==> config.mk <==
export PLATFORM = sky130hd
export DESIGN_NAME = thermcal_conv
export DESIGN_NICKNAME = d
export VERILOG_FILES = /design/src/rtl/thermcal_pkg.sv /design/src/rtl/thermcal_trim_chk.sv /design/src/rtl/thermcal_prep.sv /design/src/rtl/thermcal_divu.sv /design/src/rtl/thermcal_post.sv /design/src/rtl/thermcal_conv.sv
export SDC_FILE = /design/constraint.sdc
export NUM_CORES = 2
export LEC_CHECK = 0
export BUFFER_PORTS_ARGS = -buffer_cell sky130_fd_sc_hd__buf_2
export CORE_ASPECT_RATIO = 0.6
export CORE_UTILIZATION = 65
export DETAILED_ROUTE_END_ITERATION = 8
export GPL_ROUTABILITY_DRIVEN = 0
export PLACE_DENSITY = 0.86
export SLEW_MARGIN = 20
export SYNTH_ARGS = -nofsm -noshare
export SYNTH_HDL_FRONTEND = slang
export SYNTH_SLANG_ARGS = --single-unit
==> constraint.sdc <==
create_clock -name clk -period 16.5 [get_ports clk]
set_input_delay 3.3 -clock clk [delete_from_list [all_inputs] [get_ports clk]]
set_output_delay 3.3 -clock clk [all_outputs]
set_load 0.05 [all_outputs]
==> src/rtl/thermcal_pkg.sv <==
`timescale 1ns/1ps
package thermcal_pkg;
  typedef enum logic {ST_IDLE, ST_RUN} cv_state_t;
  localparam int LOW_POINT_MC  = -41000;
  localparam int HIGH_POINT_MC = 126000;
endpackage

==> src/rtl/thermcal_trim_chk.sv <==
`timescale 1ns/1ps
module thermcal_trim_chk #(
  parameter int CODE_W = 12
) (
  input  logic [CODE_W-1:0] lo,
  input  logic [CODE_W-1:0] hi,
  output logic              ok
);
  localparam logic [CODE_W-1:0] ALL_ONES = '1;
  localparam logic [CODE_W-1:0] ALL_ZERO = '0;

  always_comb begin
    ok = (lo != ALL_ZERO) && (hi != ALL_ZERO) &&
         (lo != ALL_ONES) && (hi != ALL_ONES) && (lo != hi);
  end
endmodule

==> src/rtl/thermcal_prep.sv <==
`timescale 1ns/1ps
module thermcal_prep #(
  parameter int CODE_W = 12,
  parameter int VAL_W  = 32,
  parameter int PROD_W = 48,
  parameter int T_LO   = -41000,
  parameter int T_HI   = 126000
) (
  input  logic              inverse,
  input  logic [VAL_W-1:0]  value,
  input  logic [CODE_W-1:0] lo,
  input  logic [CODE_W-1:0] hi,
  output logic [PROD_W-1:0] num_mag,
  output logic [PROD_W-1:0] den_mag,
  output logic              q_neg
);
  localparam logic signed [PROD_W-1:0] SPAN = PROD_W'(T_HI - T_LO);
  localparam logic signed [PROD_W-1:0] BASE = PROD_W'(T_LO);

  logic signed [PROD_W-1:0] lo_s, hi_s, trim_d, code_s, val_s, prod, den;
  logic num_neg, den_neg;

  always_comb begin
    lo_s   = signed'({{(PROD_W-CODE_W){1'b0}}, lo});
    hi_s   = signed'({{(PROD_W-CODE_W){1'b0}}, hi});
    trim_d = hi_s - lo_s;
    code_s = signed'({{(PROD_W-CODE_W){1'b0}}, value[CODE_W-1:0]});
    val_s  = signed'({{(PROD_W-VAL_W){value[VAL_W-1]}}, value});
    if (inverse) begin
      prod = (val_s - BASE) * trim_d;
      den  = SPAN;
    end else begin
      prod = (code_s - lo_s) * SPAN;
      den  = trim_d;
    end
    num_neg = prod[PROD_W-1];
    den_neg = den[PROD_W-1];
    num_mag = num_neg ? PROD_W'(-prod) : PROD_W'(prod);
    den_mag = den_neg ? PROD_W'(-den) : PROD_W'(den);
    q_neg   = num_neg ^ den_neg;
  end
endmodule

==> src/rtl/thermcal_divu.sv <==
`timescale 1ns/1ps
module thermcal_divu #(
  parameter int W = 48
) (
  input  logic         clk,
  input  logic         rst,
  input  logic         load,
  input  logic [W-1:0] num,
  input  logic [W-1:0] den,
  output logic [W-1:0] quo,
  output logic         fin
);
  localparam int CW = $clog2(W);

  logic [W-1:0]  rem, acc, den_q;
  logic [CW-1:0] cnt;
  logic          act;
  logic [W:0]    trial;
  logic          ge;
  logic [W-1:0]  sub;

  always_comb begin
    trial = {rem, acc[W-1]};
    ge    = trial >= {1'b0, den_q};
    sub   = trial[W-1:0] - den_q;
  end

  always_ff @(posedge clk) begin
    if (rst) begin
      rem   <= '0;
      acc   <= '0;
      den_q <= '0;
      cnt   <= '0;
      act   <= 1'b0;
      fin   <= 1'b0;
    end else if (load) begin
      rem   <= '0;
      acc   <= num;
      den_q <= den;
      cnt   <= '0;
      act   <= 1'b1;
      fin   <= 1'b0;
    end else if (act) begin
      rem <= ge ? sub : trial[W-1:0];
      acc <= {acc[W-2:0], ge};
      cnt <= cnt + 1'b1;
      if (cnt == CW'(W-1)) begin
        act <= 1'b0;
        fin <= 1'b1;
      end
    end else begin
      fin <= 1'b0;
    end
  end

  assign quo = acc;

  // the trim check must keep a zero divisor away from the divider
  assert_den_nonzero_R1: assert property (@(posedge clk) disable iff (rst)
    load |-> (den != '0));
  // restoring invariant, partial remainder below divisor
  assert_rem_below_R1: assert property (@(posedge clk) disable iff (rst)
    act |-> (rem < den_q));
  // completion is a single pulse
  assert_fin_pulse_R7: assert property (@(posedge clk) disable iff (rst)
    fin |=> !fin);
endmodule

==> src/rtl/thermcal_post.sv <==
`timescale 1ns/1ps
module thermcal_post #(
  parameter int CODE_W = 12,
  parameter int VAL_W  = 32,
  parameter int PROD_W = 48,
  parameter int T_LO   = -41000,
  parameter int T_HI   = 126000
) (
  input  logic              inverse,
  input  logic              q_neg,
  input  logic [PROD_W-1:0] q_mag,
  input  logic [CODE_W-1:0] lo,
  output logic [VAL_W-1:0]  res
);
  localparam int EW = PROD_W + 2;
  localparam logic signed [EW-1:0] FWD_MIN = EW'(T_LO);
  localparam logic signed [EW-1:0] FWD_MAX = EW'(T_HI);
  localparam logic signed [EW-1:0] INV_MIN = '0;
  localparam logic signed [EW-1:0] INV_MAX = signed'({{(EW-CODE_W){1'b0}}, {CODE_W{1'b1}}});

  logic signed [EW-1:0] q_s, off, sum, lim_lo, lim_hi, sat;

  always_comb begin
    q_s    = signed'({2'b00, q_mag});
    if (q_neg) q_s = -q_s;
    off    = inverse ? signed'({{(EW-CODE_W){1'b0}}, lo}) : FWD_MIN;
    lim_lo = inverse ? INV_MIN : FWD_MIN;
    lim_hi = inverse ? INV_MAX : FWD_MAX;
    sum    = q_s + off;
    if (sum < lim_lo)      sat = lim_lo;
    else if (sum > lim_hi) sat = lim_hi;
    else                   sat = sum;
    res = VAL_W'(sat);
  end
endmodule

==> src/rtl/thermcal_conv.sv <==
`timescale 1ns/1ps
module thermcal_conv
  import thermcal_pkg::*;
#(
  parameter int CODE_W = 12,
  parameter int VAL_W  = 32,
  parameter int PROD_W = 48,
  parameter int T_LO   = LOW_POINT_MC,
  parameter int T_HI   = HIGH_POINT_MC
) (
  input  logic              clk,
  input  logic              rst,
  input  logic              start,
  input  logic              inverse,
  input  logic [VAL_W-1:0]  value_in,
  input  logic [CODE_W-1:0] trim_lo,
  input  logic [CODE_W-1:0] trim_hi,
  output logic              busy,
  output logic              done,
  output logic              error,
  output logic [VAL_W-1:0]  result
);
  localparam logic [VAL_W-1:0] CODE_MAX = VAL_W'((1 << CODE_W) - 1);

  cv_state_t         state;
  logic              trim_ok;
  logic [PROD_W-1:0] num_mag, den_mag, quo;
  logic              q_neg, neg_q, mode_q, div_fin;
  logic [CODE_W-1:0] lo_q;
  logic [VAL_W-1:0]  post_res;
  logic              accept;

  assign accept = start && (state == ST_IDLE);

  thermcal_trim_chk #(.CODE_W(CODE_W)) u_trim (
    .lo(trim_lo), .hi(trim_hi), .ok(trim_ok)
  );

  thermcal_prep #(.CODE_W(CODE_W), .VAL_W(VAL_W), .PROD_W(PROD_W),
                  .T_LO(T_LO), .T_HI(T_HI)) u_prep (
    .inverse(inverse), .value(value_in), .lo(trim_lo), .hi(trim_hi),
    .num_mag(num_mag), .den_mag(den_mag), .q_neg(q_neg)
  );

  thermcal_divu #(.W(PROD_W)) u_div (
    .clk(clk), .rst(rst), .load(accept && trim_ok),
    .num(num_mag), .den(den_mag), .quo(quo), .fin(div_fin)
  );

  thermcal_post #(.CODE_W(CODE_W), .VAL_W(VAL_W), .PROD_W(PROD_W),
                  .T_LO(T_LO), .T_HI(T_HI)) u_post (
    .inverse(mode_q), .q_neg(neg_q), .q_mag(quo), .lo(lo_q), .res(post_res)
  );

  always_ff @(posedge clk) begin
    if (rst) begin
      state  <= ST_IDLE;
      busy   <= 1'b0;
      done   <= 1'b0;
      error  <= 1'b0;
      result <= '0;
      mode_q <= 1'b0;
      neg_q  <= 1'b0;
      lo_q   <= '0;
    end else begin
      done <= 1'b0;
      case (state)
        ST_IDLE: begin
          if (start) begin
            if (!trim_ok) begin
              done   <= 1'b1;
              error  <= 1'b1;
              result <= '0;
            end else begin
              state  <= ST_RUN;
              busy   <= 1'b1;
              error  <= 1'b0;
              mode_q <= inverse;
              neg_q  <= q_neg;
              lo_q   <= trim_lo;
            end
          end
        end
        default: begin
          if (div_fin) begin
            state  <= ST_IDLE;
            busy   <= 1'b0;
            done   <= 1'b1;
            result <= post_res;
          end
        end
      endcase
    end
  end

  assert_done_pulse_R7: assert property (@(posedge clk) disable iff (rst)
    done |=> !done);
  assert_done_not_busy_R7: assert property (@(posedge clk) disable iff (rst)
    done |-> !busy);
  assert_busy_from_start_R7: assert property (@(posedge clk) disable iff (rst)
    $rose(busy) |-> $past(start));
  assert_fwd_range_R2: assert property (@(posedge clk) disable iff (rst)
    (done && !error && !mode_q) |->
      ($signed(result) >= $signed(VAL_W'(T_LO)) && $signed(result) <= $signed(VAL_W'(T_HI))));
  assert_inv_range_R4: assert property (@(posedge clk) disable iff (rst)
    (done && !error && mode_q) |-> (result <= CODE_MAX));
  assert_bad_trim_R5: assert property (@(posedge clk) disable iff (rst)
    (start && !busy && !trim_ok) |=> (done && error && !busy));
  assert_ignore_start_R8: assert property (@(posedge clk) disable iff (rst)
    (busy && start) |=> ($stable(mode_q) && $stable(lo_q) && $stable(neg_q)));
  assert_hold_idle_R10: assert property (@(posedge clk) disable iff (rst)
    (!busy && !start) |=> ($stable(result) && $stable(error)));
endmodule

==> qor.txt <==
Die width -> 310.2 um
Crit Path Class -> primary input to flop
Area Overhead vs Synth -> 4.732%
Register area -> 0.003929 mm2
Worst Path Required -> 16.83 ns
Share of cells above drive strength 1 -> 6.210%
Largest net degree at the start of global routing -> 99
Clock-pin slew on the worst setup and hold paths -> 0.09 ns
Clock latency on the worst-skew pair -> 0.47 ns
Post-Synthesis Cells -> 4539
Mean Syn Cell Area -> 8.161 um2
Gr ovfl total -> 0
Status -> finished, final reports clean
Final wirelength -> 107700 um
WP data arrival -> 14.50 ns
Commonest non-fill, non-tap cell in the layout -> nand2_1
Area of the multi-input gates -> 0.03059 mm2
Endpoints failing hold -> 0
Most common cell on crit path -> fa_1
Fillers -> 4406
First-pass GRT wire length -> 174900 um
Post-DP HPWL -> 85660 um
Critical Path Start Type -> primary input
Wire per inst -> 20.48 um
Die ar. -> 0.05798 mm2
#FFs+latches synth -> 196
Critical path capture point type -> flop
CP max-delay cell -> nor4_1
Clock Skew -> 0.01518 ns
Cell family with most CP delay -> adder cells
CTS Buf Count -> 17
RSZ-0062 raised after global routing -> no
Post-CTS Setup Inserts -> 0
Buffers & Inverters on Critical Path -> 5
Unique masters post-synth -> 102
Chip height -> 186.9 um
Most frequent cells in the layout -> nand2_1 (548), inv_1 (506), fa_1 (434)
Critical path peak fanout -> 10
Pins Over Slew Limit -> 0
Worst rel slew slack -> 18.01%
Max Fclk -> 0.07060 GHz
Setup tns final -> 0 ns
Vias/cell -> 6.438
Fin cells -> 5260
Gr usage total -> 37.73%
Final setup violation count -> 0
CTS resizes -> 0
Post-DP Area -> 0.03807 mm2
Clk sink count -> 196
DRT antenna net count -> 0
Synth Flop Type -> dfxtp_1
Longest Clk Path Bufs -> 2
Initial Utilization -> 66.05%
Cell Area, Synth -> 0.03704 mm2
CTS Root Cell -> clkbuf_16
Port Buffers -> 94
Worst Hold Class -> flop to flop
Final worst path period need -> 14.16 ns
Syn. warnings -> 0
Placed cell count -> 5220
Top-level port count -> 95
Fin area -> 0.03879 mm2
Post-synth EDFFs -> 0
Syn_nets -> 5441
Final nets -> 5382
Cts hold-fix bufs -> 0
Number of global-route vias before repair -> 32.83k
Core Area -> 0.05608 mm2
Row count -> 67
Final period util -> 85.85%
Max Cap Viol -> 0
H-tree depth -> 4
Initial antenna violation count -> 13
Async S/R FF share, synth -> 0%
Worst path max stage delay -> 0.92 ns
DR pass1 iterations -> 8
DR vias -> 33.87k
Worst Tran Pin Value -> 1.226 ns
CTS tree -> built
DR iter-0 viols -> 4794
DRC errors left -> 0
Register area share after synthesis -> 10.59%
==> path summary, 6_finish.rpt <==
path / from / endpoint / slack [ns] / cells past startpoint
setup / recovery: trim_lo[0] / u_div.quo[41] / 2.34 / 37
hold / removal: u_div.den_q[25] / u_div.den_q[25] / 0.45 / 2
hold reg to reg: u_div.den_q[25] / u_div.den_q[25] / 0.45 / 2
setup reg to reg: u_div.quo[2] / result[18] / 7.93 / 29
==> sequential cells by signal, summed over array words and instances (netlist names) <==
| signal | cells |
|---|---|
| u_div.den_q | 42 |
| u_div.fin | 1 |
| mode_q | 1 |
| u_div.act | 1 |
| u_div.rem | 48 |
| result | 32 |
| error | 1 |
| lo_q | 12 |
| state | 1 |
| done | 1 |
| neg_q | 1 |
| u_div.cnt | 6 |
| busy | 1 |
| u_div.quo | 48 |
==> routing by layer <==
metal / wire length [um] / up-vias / part of all wire [%] / GRT usage, %
met4: 2726 / 18 / 2.5 / 8.962
li1: - / 15350 / - / -
met2: 43420 / 2059 / 40 / 52.96
met1: 45610 / 16170 / 42 / 54.46
met5: 146 / - / 0.14 / 0
met3: 15840 / 267 / 15 / 14.20
==> kinds of logic after synthesis <==
logic type | count (synthesis) | synth area share (%)
flops | 196 | 10.59
compound gates | 1039 | 18.31
mux | 61 | 1.672
fa+ha+maj | 842 | 37.24
simple gates | 1406 | 18.32
xor+xnor | 273 | 6.455
buf+inv | 722 | 7.408
==> Yosys cell counts (all sizes together) (9+ instances only) <==
| master | n | area share [%] |
|---|---|---|
| a2111oi | 14 | 0.40 |
| a211oi | 61 | 1.2 |
| a21boi | 23 | 0.48 |
| a21o | 99 | 2.0 |
| a21oi | 277 | 3.8 |
| a221o | 28 | 0.76 |
| a221oi | 9 | 0.21 |
| a311oi | 9 | 0.21 |
| a31oi | 34 | 0.57 |
| and2 | 69 | 1.2 |
| and3 | 29 | 0.49 |
| buf | 12 | 0.21 |
| clkbuf | 202 | 2.1 |
| dfxtp | 196 | 11 |
| fa | 434 | 23 |
| ha | 408 | 14 |
| inv | 506 | 5.1 |
| mux2i | 54 | 1.5 |
| nand2 | 549 | 5.6 |
| nand2b | 44 | 0.74 |
| nand3 | 76 | 1.1 |
| nand3b | 11 | 0.22 |
| nand4 | 52 | 0.88 |
| nor2 | 268 | 2.7 |
| nor2b | 104 | 1.8 |
| nor3 | 59 | 0.81 |
| nor4 | 35 | 0.67 |
| o211ai | 23 | 0.51 |
| o21a | 34 | 0.69 |
| o21ai | 250 | 3.4 |
| o21bai | 24 | 0.49 |
| o22ai | 24 | 0.41 |
| o31ai | 32 | 0.73 |
| o41ai | 10 | 0.26 |
| or2 | 27 | 0.46 |
| or3 | 28 | 0.47 |
| or4 | 15 | 0.34 |
| xnor2 | 175 | 4.1 |
| xor2 | 98 | 2.3 |
==> tightest hold or removal path, delay by kind of cell, from the launching register on <==
kind                   cells  cell delay [ns]
buffers and inverters      1             0.06
flip-flops                 1             0.30
AND/OR/NAND/NOR            1             0.04
==> final cells by class <==
class | count | area share (%)
Multi-Input combinational cell | 3621 | 78.85
Clock inverter | 14 | 0.4515
Clock buffer | 18 | 1.132
Timing Repair Buffer | 136 | 2.025
Antenna cell | 8 | 0.05160
Tap cell | 759 | 2.448
Inverter | 508 | 4.915
Sequential cell | 196 | 10.13
==> metrics by stage <==
stage	util [%]	setup slack, ns	hold WS, ns
after floorplan	-	4.046	0.4220
after global placement	67.85	2.557	0.4294
after CTS	68.98	2.688	0.4501
after global routing	69.15	1.567	0.4712
final	69.17	2.335	0.4500
after detailed placement	67.89	2.215	0.4366
Power is left out: the tool's default activity adds up to more than one toggle a clock period on the data nets, which glitch-free logic cannot reach.
